## config.mk

```make
export PLATFORM = sky130hd
export DESIGN_NAME = seq_signed_mul
export DESIGN_NICKNAME = d
export VERILOG_FILES = /design/src/rtl/seq_signed_mul.sv
export SDC_FILE = /design/constraint.sdc
export NUM_CORES = 1
export LEC_CHECK = 0
export CORE_MARGIN = 5
export CORE_UTILIZATION = 60
export CTS_CLUSTER_SIZE = 40
export DETAILED_ROUTE_END_ITERATION = 16
export GPL_ROUTABILITY_DRIVEN = 1
export PLACE_DENSITY = 0.89
export SYNTH_ARGS = -nofsm -noshare
export SYNTH_HDL_FRONTEND = slang
export SYNTH_SLANG_ARGS = --single-unit
```

## constraint.sdc

```tcl
create_clock -name clk -period 8.3 [get_ports clk]
set_input_delay 1.245 -clock clk [delete_from_list [all_inputs] [get_ports clk]]
set_output_delay 1.245 -clock clk [all_outputs]
set_load 0.05 [all_outputs]
```

## src/rtl/seq_signed_mul.sv

```systemverilog
module seq_signed_mul #(
  parameter int N = 4
) (
  input  logic           clk,
  input  logic           rst_n,
  input  logic           start,
  input  logic [N-1:0]   a,
  input  logic [N-1:0]   b,
  output logic           busy,
  output logic           done,
  output logic [2*N-1:0] product
);
  localparam int W  = 2 * N;
  localparam int CW = (N > 2) ? $clog2(N) : 1;
  localparam logic [CW-1:0] LAST = CW'(N - 1);

  logic [W-1:0]  mc;
  logic [N-1:0]  mp;
  logic [W-1:0]  acc;
  logic [CW-1:0] cnt;
  logic [W-1:0]  addend, term, sum;
  logic          last;

  assign last   = (cnt == LAST);
  assign addend = mp[0] ? mc : '0;
  assign term   = last ? (~addend + W'(1)) : addend;
  assign sum    = acc + term;

  always_ff @(posedge clk or negedge rst_n) begin
    if (!rst_n) begin
      mc      <= '0;
      mp      <= '0;
      acc     <= '0;
      cnt     <= '0;
      busy    <= 1'b0;
      done    <= 1'b0;
      product <= '0;
    end else begin
      done <= 1'b0;
      if (busy) begin
        acc <= sum;
        mc  <= mc << 1;
        mp  <= mp >> 1;
        cnt <= cnt + CW'(1);
        if (last) begin
          busy    <= 1'b0;
          done    <= 1'b1;
          product <= sum;
        end
      end else if (start) begin
        mc   <= {{N{a[N-1]}}, a};
        mp   <= b;
        acc  <= '0;
        cnt  <= '0;
        busy <= 1'b1;
      end
    end
  end

  p_done_one_cycle_r3: assert property (@(posedge clk) disable iff (!rst_n)
    done |=> !done);

  p_done_at_busy_fall_r3: assert property (@(posedge clk) disable iff (!rst_n)
    $fell(busy) |-> done);

  p_busy_holds_r2: assert property (@(posedge clk) disable iff (!rst_n)
    (busy && !last) |=> busy);

  p_ignore_start_r6: assert property (@(posedge clk) disable iff (!rst_n)
    (busy && start && !last) |=> (busy && cnt == $past(cnt) + CW'(1)));

  p_product_holds_r7: assert property (@(posedge clk) disable iff (!rst_n)
    !done |-> $stable(product));

  p_done_idle_r3: assert property (@(posedge clk) disable iff (!rst_n)
    done |-> !busy);
endmodule

```

# Word level (Yosys, flattened, before mapping)

Index checks and enable logic that the tools add are counted.

Register bits: 32
Input port bits: 11
Output and inout port bits: 10
Logic and storage cells: 29

Add/sub/neg operators: 3
Equal/unequal tests: 1
Mux-type cells: 15
Bitwise gates (word level): 1
Reduce and logical (&&, ||, !) cells: 2

Operators by type and width:

| cell                                                           | number |
|---|---|
| 8-bit two-way mux                                              | 6 |
| 8-bit by 1-bit adder with 8-bit output (second input constant) | 1 |
| 8-bit adder                                                    | 1 |
| 4-bit two-way mux                                              | 2 |
| 8-bit NOT                                                      | 1 |
| 1-bit two-way mux                                              | 5 |
| 2-bit two-way mux                                              | 2 |
| 2-bit by 1-bit adder with 2-bit output (second input constant) | 1 |
| 2-bit == test (second input constant)                          | 1 |
| 2-bit AND reduction                                            | 1 |
| 2-bit nonzero test                                             | 1 |

# Longest topological paths before layout

Depth after elaboration: 6
Gate-level depth with buffers: 14
Gate-level depth less buffers: 13

# Worst setup path before layout

OpenSTA, ideal clock, no wires.

Path kind: flip-flop to flip-flop
From: reg mp[0]
To: reg product[4]
Library setup time: 0.125 ns
Data arrival time: 2.508 ns
Required time: 8.175 ns
Setup slack: 5.667 ns
Cell stages (with the launch flop): 14
Buffers on the path: 1
Clock period less this slack: 2.633 ns
Path through: dfrtp_1 > clkbuf_1 > and2_1 > inv_1 > ha_1 > nand2_1 > o21ai_0 > inv_1 > fa_1 > nor2b_1 > o21ai_1 > a21boi_1 > nor2_1 > mux2_2

Word-level cells in the longest chain between the ends: 5

RTL lines:

| what                                   | RTL line | RTL |
|---|---|---|
| start: declaration                     | 18       | `logic [N-1:0] mp;` |
| start signal: assignment               | 43       | `mp <= mp >> 1;` |
| 8-bit two-way mux (*)                  | 25       | `assign addend = mp[0] ? mc : '0;` |
| 8-bit NOT                              | 26       | `assign term = last ? (~addend + W'(1)) : addend;` |
| 8-bit by 1-bit adder with 8-bit output | 26       |  |
| 8-bit two-way mux (*)                  | 26       |  |
| 8-bit adder (*)                        | 27       | `assign sum = acc + term;` |
| end signal: assignment                 | 48       | `product <= sum;` |
| end: declaration                       | 11       | `output logic [2*N-1:0] product` |

Every way passes the cells marked *; elsewhere a longest branch is shown, timed or not.
A chain may end at the register's enable or synchronous reset.

# Worst setup path after layout

Same ends and word-level chain as after synthesis.

==> metrics.cfg <==
[synthesis]
ys_ff_latch=32
synth_area_um2=1830
yosysTopAreaCellShare_pct=43.7
synth_area_per_cell_um2=9.84
synth_cell_types=35
syn_inst=186
yosysMostFrequentCell=dfrtp_1
async_reset_ff_share_pct=100
synth_edf_count=0
yosysSeqAreaShare_pct=43.7
synth_top_cells_by_area=dfrtp_1 44%, ha_1 6.2%, o21ai_0 5.5%
yosys.area.top_type=dfrtp_1
yosys_warnings=0
syn_nets=207
synthTopCellsByCount=32 x dfrtp_1, 23 x nand2_1, 20 x o21ai_0
yosys_most_used_dff=dfrtp_1

[sta]
slew_headroom_pct=62.5
hold_viol=0
rsz0062_at_grt=false
worstMarginPinSlew_ps=561
finalSetupTns_ps=0
post-route-min-period_ps=2950
finalSetupViolCount=0
maxSlewViolCount=0
fmax_mhz=339
finalCritPeriodShare_pct=35.5
clock_skew_ps=8.78
timing.final.ws_setup_ps=5350

[final_layout]
area_growth_pct=15.6
layout-drive-gt1-share_pct=8.17
layout.nets=228
stdcell_area_um2=2120
diodes=0

[power_and_ir_drop]
p_clk_share_pct=12.5
powerDensity_nw_per_um2=357
max-vdd-ir-drop_uv=186
p_switching_w=0.000334
combinationalPowerShare_pct=52.1
seq_power_share_pct=35.4
p_leak_nw=0.975
swShare_pct=44.3
power.internal_w=0.000420

[global_routing]
gr-total-overflow=0
grt_usage_pct=21.4
grt_max_degree=41
grt_antenna_before_repair=0
grt_pass1_wl_mm=6.86
grt_pass1_vias=1502

[place]
dpl.hpwl_mm=2.84
dp_slack_ps=5390
port_buffers=20
placed_cell_area_um2=2060
routabilityCongestion=0.762

[floorplanning]
row_count=20
fp.dieH_um=65.2
die_w_um=65.2
dieArea_um2=4260
ios=21
start_util_pct=61.5
core_um2=2980

[hold_path]
min_from=product[1]
hp-class=flop to flop
hold_end=product[1]
hold_depth=2

[setup_path]
crit_type=flop to flop
cp_max_fo=14
crit_path_max_incr_delay_ps=600
worstSetupStartpointType=flop
path_cells=and2_1, inv_1, ha_1, nand2_1, o21ai_0, inv_1, fa_1, nor2b_1, o21ai_1, a21boi_1, nor2_1, mux2_2
cp_common_cell=inv_1
crit_slowest_cell=dfrtp_1
rrSetupSlack_ps=5350
crit_required_ps=8530
r2r_start=mp[0]
regToRegEndpoint=product[4]
endpoint_kind=flop
crit_family=adder cells
cp.arrival_ps=3180
ff2ff_path_depth=12
path_buf_inv=2

[detailed_routing]
vias=1410
drt_wl_total_mm=3.83
via_per_inst=5.85
wl_per_cell_um=15.9
drc=0
drt-pass1-iter-count=4
drt_iter0_drc=140
ant_nets=0

[clock_tree]
clkSinkCount=32
cts_max_level=2
path_clk_slew_ps=100
post_cts_resized=0
cts-hold-fix-buffers=0
cts_made_buffers=5
clock_latency_ps=340
cts_tree=yes
root_buffer=clkbuf_4
clock_path_buffers=2
postCtsSetupBuffers=0

[flow_run]
cap_violations=0

[status]
outcome=completed

cell usage in the layout (no fill, tap or decap):
cell type and instances:
a21boi_1 1, a21o_1 1, a21oi_1 9, a221oi_1 1, a22o_1 7, a32oi_1 1, and2_1 4, buf_4 2
clkbuf_1 2, clkbuf_4 5, clkbuf_8 1, clkdlybuf4s50_1 20, dfrtp_1 32, fa_1 1, ha_1 9, inv_1 9
mux2_2 6, mux2i_1 9, nand2_1 23, nand2b_1 3, nand3_1 4, nand3b_1 1, nor2_1 9, nor2b_1 2
nor3_1 1, nor3b_1 5, nor4bb_1 1, o211a_1 1, o21ai_0 20, o21ai_1 1, o311ai_4 1, o31ai_1 2
o32ai_1 1, or3_1 1, or3_4 2, or4_1 1, xnor2_1 7, xor2_1 2
worst register-to-register path: stages, from the launching register on:
cell      delay (ps)
dfrtp_1          600
and2_1           220
inv_1             50
ha_1             260
nand2_1           40
o21ai_0          140
inv_1            110
fa_1             430
nor2b_1          130
o21ai_1          100
a21boi_1         360
nor2_1           120
mux2_2           290
per-stage QoR:
stage          cells  hold WS [ps]  total power [W]  utilization (%)
2_1_floorplan    186           452         0.000553                -
3_3_place_gp     233           464         0.000637             69.1
3_5_place_dp     233           469         0.000663             69.1
4_1_cts          241           491         0.000757             71.1
5_1_grt          241           523         0.000810             71.1
6_report         241           485         0.000754             71.1
power groups by stage:
stage	sequential [W]	clock, W	combinational (W)
after floorplan	0.000322	0	0.000232
after detailed placement	0.000269	0	0.000394
final	0.000267	0.0000942	0.000393
after global placement	0.000266	0	0.000371
after global routing	0.000276	0.000107	0.000428
after CTS	0.000266	0.0000966	0.000394
layout make-up:
| cell class | instances | area (um2) |
|---|---|---|
| clock buffers | 8 | 58.8 |
| repair buffers | 22 | 215 |
| inverters | 9 | 33.8 |
| well taps | 33 | 41.3 |
| multi-input cells | 137 | 966 |
| fillers | 218 | 862 |
| flip-flops and latches | 32 | 801 |
worst max path at each step:
stage | start | to | depth (start not counted)
floorplan | mp[0] | product[4] | 13
global placement | mp[0] | product[4] | 12
detailed placement | mp[0] | product[4] | 12
CTS | mp[0] | product[4] | 12
global route | mp[0] | product[4] | 12
finish | mp[0] | product[4] | 12
registers in the layout (all words and copies together), names as in the netlist:
| name | count |
|---|---|
| mc | 8 |
| product | 8 |
| done | 1 |
| mp | 4 |
| acc | 8 |
| busy | 1 |
| cnt | 2 |
per-layer routing:
layer	global-route usage (%)	part of all wire, %	vias to the layer above	wire length (um)
li1	-	-	698	-
met3	7.18	4.1	15	157
met5	0	0	-	0
met2	35.4	50	34	1920
met1	24.2	42	663	1620
met4	11.4	3.4	0	130
kinds of logic after synthesis:
family / synth area share (%)
simple gates: 16.0
compound gates: 16.6
flops: 43.7
buf+inv: 3.49
mux: 8.61
fa+ha+maj: 7.25
xor+xnor: 4.31
No activity file was read; power rests on OpenSTA's default activity.
